### config.mk
export PLATFORM = sky130hd
export DESIGN_NAME = area_wait_ctl
export DESIGN_NICKNAME = d
export VERILOG_FILES = /design/src/rtl/awc_pkg.sv /design/src/rtl/awc_area_decode.sv /design/src/rtl/awc_wait_counter.sv /design/src/rtl/awc_gap_detect.sv /design/src/rtl/area_wait_ctl.sv
export SDC_FILE = /design/constraint.sdc
export NUM_CORES = 1
export LEC_CHECK = 0
export ABC_AREA = 1
export BUFFER_PORTS_ARGS = -buffer_cell sky130_fd_sc_hd__buf_2
export CAP_MARGIN = 5
export CORE_MARGIN = 3
export CORE_UTILIZATION = 51
export DETAILED_ROUTE_END_ITERATION = 16
export HOLD_SLACK_MARGIN = 0.05
export PLACE_DENSITY = 0.86
export SLEW_MARGIN = 20
export SYNTH_ARGS = -nofsm -noshare
export SYNTH_HDL_FRONTEND = slang
export SYNTH_SLANG_ARGS = --single-unit
### constraint.sdc
create_clock -name clk -period 2.3 [get_ports clk]
set_input_delay 0 -clock clk [delete_from_list [all_inputs] [get_ports clk]]
set_output_delay 0 -clock clk [all_outputs]
set_load 0.03 [all_outputs]
### src/rtl/awc_pkg.sv
package awc_pkg;
  typedef enum logic [1:0] {
    ST_IDLE = 2'd0,
    ST_GAP  = 2'd1,
    ST_ACC  = 2'd2,
    ST_HOLD = 2'd3
  } awc_state_e;
endpackage

### src/rtl/awc_area_decode.sv
module awc_area_decode #(
  parameter int AREA_W     = 3,
  parameter int WAIT_W     = 6,
  parameter int WID_W      = 2,
  parameter int SHORT_MAX  = 10,
  parameter int LONG_MAX   = 38,
  parameter logic [(1<<AREA_W)-1:0] LONG_MASK  = 8'b0110_0000,
  parameter logic [(1<<AREA_W)-1:0] VALID_MASK = 8'b0111_1101,
  localparam int N_AREA = 1 << AREA_W
) (
  input  logic [AREA_W-1:0]        area_i,
  input  logic                     high_bits_set,
  input  logic [N_AREA*WAIT_W-1:0] cfg_wait,
  input  logic [N_AREA*WID_W-1:0]  cfg_width,
  input  logic [WID_W-1:0]         strap_w0,
  output logic                     bad_o,
  output logic [WAIT_W-1:0]        wait_o,
  output logic [WID_W-1:0]         width_o
);
  logic [WAIT_W-1:0] clamped [N_AREA];

  for (genvar i = 0; i < N_AREA; i++) begin : g_clamp
    localparam int MAXV = LONG_MASK[i] ? LONG_MAX : SHORT_MAX;
    logic [WAIT_W-1:0] raw;
    assign raw = cfg_wait[i*WAIT_W +: WAIT_W];
    always_comb begin
      if (raw == '0)                        clamped[i] = WAIT_W'(1);
      else if (int'(raw) > MAXV)            clamped[i] = WAIT_W'(MAXV);
      else                                  clamped[i] = raw;
    end
  end

  assign bad_o   = high_bits_set || !VALID_MASK[area_i];
  assign wait_o  = clamped[area_i];
  assign width_o = (area_i == '0) ? strap_w0 : cfg_width[area_i*WID_W +: WID_W];
endmodule

### src/rtl/awc_wait_counter.sv
module awc_wait_counter #(
  parameter int WAIT_W = 6
) (
  input  logic              clk,
  input  logic              rst,
  input  logic              load,
  input  logic [WAIT_W-1:0] load_val,
  input  logic              dec,
  output logic              last
);
  logic [WAIT_W-1:0] cnt;

  always_ff @(posedge clk) begin
    if (rst)       cnt <= '0;
    else if (load) cnt <= load_val;
    else if (dec && cnt != '0) cnt <= cnt - WAIT_W'(1);
  end

  assign last = (cnt == WAIT_W'(1));
endmodule

### src/rtl/awc_gap_detect.sv
module awc_gap_detect #(
  parameter int AREA_W = 3
) (
  input  logic              clk,
  input  logic              rst,
  input  logic              upd,
  input  logic [AREA_W-1:0] area_i,
  input  logic              write_i,
  output logic              need_gap
);
  logic              have_prev;
  logic [AREA_W-1:0] prev_area;
  logic              prev_write;

  always_ff @(posedge clk) begin
    if (rst) begin
      have_prev  <= 1'b0;
      prev_area  <= '0;
      prev_write <= 1'b0;
    end else if (upd) begin
      have_prev  <= 1'b1;
      prev_area  <= area_i;
      prev_write <= write_i;
    end
  end

  assign need_gap = have_prev &&
                    ((prev_area != area_i) || (write_i && !prev_write));
endmodule

### src/rtl/area_wait_ctl.sv
module area_wait_ctl
  import awc_pkg::*;
#(
  parameter int ADDR_W    = 32,
  parameter int AREA_LSB  = 26,
  parameter int AREA_W    = 3,
  parameter int WAIT_W    = 6,
  parameter int WID_W     = 2,
  parameter int SHORT_MAX = 10,
  parameter int LONG_MAX  = 38,
  localparam int N_AREA   = 1 << AREA_W,
  localparam int TOP_LSB  = AREA_LSB + AREA_W
) (
  input  logic                     clk,
  input  logic                     rst,
  input  logic                     req_valid,
  output logic                     req_ready,
  input  logic [ADDR_W-1:0]        req_addr,
  input  logic                     req_write,
  output logic                     rsp_valid,
  output logic                     rsp_err,
  input  logic [N_AREA*WAIT_W-1:0] cfg_wait,
  input  logic [N_AREA*WID_W-1:0]  cfg_width,
  input  logic [WID_W-1:0]         strap_w0,
  input  logic                     ext_wait,
  output logic [N_AREA-1:0]        cs_o,
  output logic                     rd_o,
  output logic                     wr_o,
  output logic [WID_W-1:0]         width_o,
  output logic [AREA_LSB-1:0]      mem_addr_o
);
  awc_state_e state, nxt;

  logic [AREA_W-1:0] d_area, acc_area, nxt_area;
  logic              d_bad, need_gap, cnt_last;
  logic [WAIT_W-1:0] d_wait;
  logic [WID_W-1:0]  d_width;
  logic              acc_wr, nxt_wr;
  logic              accept, go, fin, strobe_on;

  assign d_area = req_addr[AREA_LSB +: AREA_W];

  awc_area_decode #(
    .AREA_W(AREA_W), .WAIT_W(WAIT_W), .WID_W(WID_W),
    .SHORT_MAX(SHORT_MAX), .LONG_MAX(LONG_MAX)
  ) u_dec (
    .area_i       (d_area),
    .high_bits_set(|req_addr[ADDR_W-1:TOP_LSB]),
    .cfg_wait     (cfg_wait),
    .cfg_width    (cfg_width),
    .strap_w0     (strap_w0),
    .bad_o        (d_bad),
    .wait_o       (d_wait),
    .width_o      (d_width)
  );

  assign req_ready = (state == ST_IDLE);
  assign accept    = req_valid && req_ready;
  assign go        = accept && !d_bad;

  awc_gap_detect #(.AREA_W(AREA_W)) u_gap (
    .clk     (clk),
    .rst     (rst),
    .upd     (go),
    .area_i  (d_area),
    .write_i (req_write),
    .need_gap(need_gap)
  );

  awc_wait_counter #(.WAIT_W(WAIT_W)) u_cnt (
    .clk     (clk),
    .rst     (rst),
    .load    (go),
    .load_val(d_wait),
    .dec     (state == ST_ACC),
    .last    (cnt_last)
  );

  always_comb begin
    nxt = state;
    fin = 1'b0;
    unique case (state)
      ST_IDLE: if (go) nxt = need_gap ? ST_GAP : ST_ACC;
      ST_GAP:  nxt = ST_ACC;
      ST_ACC:  if (cnt_last) begin
                 if (ext_wait) nxt = ST_HOLD;
                 else begin nxt = ST_IDLE; fin = 1'b1; end
               end
      ST_HOLD: if (!ext_wait) begin nxt = ST_IDLE; fin = 1'b1; end
      default: nxt = ST_IDLE;
    endcase
  end

  assign nxt_area  = go ? d_area : acc_area;
  assign nxt_wr    = go ? req_write : acc_wr;
  assign strobe_on = (nxt == ST_ACC) || (nxt == ST_HOLD);

  always_ff @(posedge clk) begin
    if (rst) begin
      state      <= ST_IDLE;
      acc_area   <= '0;
      acc_wr     <= 1'b0;
      width_o    <= '0;
      mem_addr_o <= '0;
      cs_o       <= '0;
      rd_o       <= 1'b0;
      wr_o       <= 1'b0;
      rsp_valid  <= 1'b0;
      rsp_err    <= 1'b0;
    end else begin
      state <= nxt;
      if (go) begin
        acc_area   <= d_area;
        acc_wr     <= req_write;
        width_o    <= d_width;
        mem_addr_o <= req_addr[AREA_LSB-1:0];
      end
      cs_o      <= strobe_on ? (N_AREA'(1) << nxt_area) : '0;
      rd_o      <= strobe_on && !nxt_wr;
      wr_o      <= strobe_on && nxt_wr;
      rsp_valid <= fin || (accept && d_bad);
      rsp_err   <= accept && d_bad;
    end
  end
endmodule

==> impl_metrics.json <==
{
  "avgRoutedWirePerCell_um": 13.67,
  "hp-class": "in2reg",
  "grt_remaining_overflow": 0,
  "die_h_um": 84.88,
  "post-route-period-util": 0.7827,
  "netlist_area_um2": 3173,
  "fin_ws_ns": 0.4997,
  "routed_wl_um": 10280,
  "skew_ns": 0.007498,
  "async_reset_ff_frac": 0,
  "core_area_um2": 5956,
  "synthFlopType": "dfxtp_1",
  "whs_ns": 0.07377,
  "cts_max_path_buffers": 2,
  "peakVddDrop_uv": 614.9,
  "grt_first_pass_wirelength_um": 16840,
  "routabilityCongestion": 0.9198,
  "io-pin-count": 144,
  "syn_avg_cell_area_um2": 6.283,
  "fin_nets": 778,
  "synth_top_family_by_area": "simple AND/OR/NAND/NOR gates",
  "dr.first_iter.drc_count": 285,
  "hpwlAfterDp_um": 6856,
  "maxCapViolations": 0,
  "track_usage": 0.2894,
  "synth.area.mux_share": 0,
  "max_freq_ghz": 0.5555,
  "drt_first_pass_iters": 6,
  "cts_tree": "built",
  "synth-adder-area-share": 0.01183,
  "fp.dieW_um": 84.88,
  "drive_above_1_share": 0.2629,
  "postCtsSetupRepairBufs": 0,
  "n_antenna_cell": 0,
  "cts_root_buf": "clkbuf_8",
  "synthToLayoutAreaGrowth_pct": 38.80,
  "ys_seq_area_frac": 0.3596,
  "crit_required_ns": 2.57,
  "cts_sinks": 57,
  "finalSetupViolations": 0,
  "status": "finished, final reports clean",
  "synth-edff-count": 0,
  "final_max_slew_viol_count": 0,
  "synth_compound_area_frac": 0.1242,
  "drc": 0,
  "clk_pin_slew_ns": 0.06,
  "path_max_fanout": 28,
  "endpoint_kind": "flip-flop",
  "die_area_um2": 7204,
  "powerDensity_nw_per_um2": 565.5,
  "synth_xor_area_frac": 0.01104,
  "worstSetupPathType": "reg2reg",
  "initial_utilization": 0.5328,
  "synth-simple-area-share": 0.3896,
  "static-leakage-power_nw": 2.266,
  "slew_headroom": 0.7136,
  "cts_inserted_buffers": 9,
  "rsz0062_at_grt": "no",
  "routed_via_density": 5.229,
  "antenna_found_initial": 0,
  "grt_pass1_vias": 3774,
  "clk_latency_ns": 0.34,
  "worst_ep_arrival_time_ns": 2.07,
  "yosys_warnings": 0,
  "dp_slack_ns": 0.5984,
  "port_buffers": 141,
  "syn_inst": 505,
  "synth_cell_types": 31,
  "setup_tns_ns": 0,
  "via_count": 3932,
  "period_needed_ns": 1.800,
  "h-tree-depth": 3,
  "synth_nets": 611,
  "crit_buf_inv": 4,
  "critical-path-slowest-cell": "dfxtp_1",
  "start_kind": "flip-flop",
  "path_cells": "nor2_4, nand2_1, inv_2, nand3_4, inv_4, buf_4, nand2_1, o21ai_1, inv_2, nor2_1",
  "detail-route-antenna-nets": 0,
  "grt_start_max_net_pins": 38,
  "tightest_slew_ns": 0.4290,
  "rows": 28,
  "cpLargestDelayFamily": "buffers and inverters",
  "cts_resized": 0,
  "critPathMaxStageDelay_ns": 0.35,
  "synth-seq-cells": 57,
  "hold_viol": 0,
  "p_total_w": 0.002491
}
-- worst register-to-register path: stages, from the launching register on --
cell and delay, ns:
dfxtp_1 0.35, nor2_4 0.15, nand2_1 0.09, inv_2 0.08, nand3_4 0.13, inv_4 0.19, buf_4 0.32, nand2_1 0.12
o21ai_1 0.15, inv_2 0.05, nor2_1 0.10
-- worst paths after layout --
| kind | from | to | slack (ns) | cells past startpoint |
|---|---|---|---|---|
| worst max-delay path | state[0]$_SDFF_PP0_ | wr_o$_SDFF_PP0_ | 0.50 | 10 |
| worst min-delay path | cfg_width[9] | width_o[1]$_SDFFE_PP0N_ | 0.07 | 5 |
| worst max register to register | state[0]$_SDFF_PP0_ | wr_o$_SDFF_PP0_ | 0.50 | 10 |
| worst min register to register | mem_addr_o[5]$_SDFFE_PP0N_ | mem_addr_o[5]$_SDFFE_PP0N_ | 0.47 | 2 |
-- per-layer routing --
layer  part of all wire  vias up  global-route usage
li1                   -     1935                   -
met1               0.38     1751              0.3412
met2               0.50      203              0.4989
met3              0.078       43             0.08738
met4              0.043        0              0.1022
met5                  0        -                   0
-- synth_stat cells (5+ instances only) --
cell type    n  area share
inv_2        5      0.0059
o21ai_0     19       0.030
dfxtp_1     57        0.36
a21oi_1     38       0.060
nand4_1      5      0.0099
nand2_1    167        0.20
buf_4        5       0.012
buf_2        6      0.0095
inv_1       52       0.062
nor2_1      58       0.069
nand3_1     49       0.077
o211ai_1     6       0.014
-- kinds of logic (layout without fill, tap and decap cells) --
group	after synthesis	count (layout)
and+or+nand+nor	292	292
xor gates and xnor gates	4	4
buffers and inverters	76	248
AOI/OAI and AO/OA	73	73
adders and majority gates	3	3
DFF	57	57
-- flip-flops by register name (all words and copies together) (netlist names), 2 cells and up --
name,flops
width_o,2
mem_addr_o,26
state,2
cs_o,8
u_gap.prev_area,3
u_cnt.cnt,6
acc_area,3
-- repair_timing --
action | in CTS | in global routing
hold endpoints to repair | 30 | 0
hold buffers | 29 | 0
endpoints found under the setup margin | 0 | 0
-- layout make-up --
| cell class | instances | area [µm²] |
|---|---|---|
| Inverter | 58 | 220.2 |
| Multi-Input combinational cell | 372 | 1703 |
| Tap cell | 75 | 93.84 |
| Clock buffer | 11 | 141.4 |
| Sequential cell | 57 | 1141 |
| Timing Repair Buffer | 174 | 1026 |
| Clock inverter | 5 | 78.83 |
| Fill cell | 474 | 1551 |
-- stage by stage --
stage,std cells,utilization,area [µm²]
final,752,0.7395,4404
after global routing,752,0.7395,4404
after CTS,752,0.7395,4404
after detailed placement,707,0.6538,3894
after global placement,707,0.6538,3894
after floorplan,505,-,3173
-- placed cells by master (no fill, tap or decap), types with 4 or more instances in the layout --
cell           netlist  routed
nand2_1            167     167
buf_2                6     141
nor2_1              58      58
dfxtp_1             57      57
inv_1               52      52
nand3_1             49      49
a21oi_1             38      38
dlygate4sd3_1        0      29
o21ai_0             19      19
clkbuf_8             0      10
o211ai_1             6       6
inv_2                5       5
nand4_1              5       5
or2_2                4       4
o21ai_1              4       4
buf_4                5       4
-- report_power, final --
part | switching, W | total (W) | leakage (nW) | internal, W
Sequential | 0.0000124 | 0.00102 | 0.461 | 0.00101
Combinational | 0.000246 | 0.000427 | 1.69 | 0.000182
Clock | 0.000405 | 0.00104 | 0.113 | 0.000638
No activity file was read; power rests on OpenSTA's default activity.
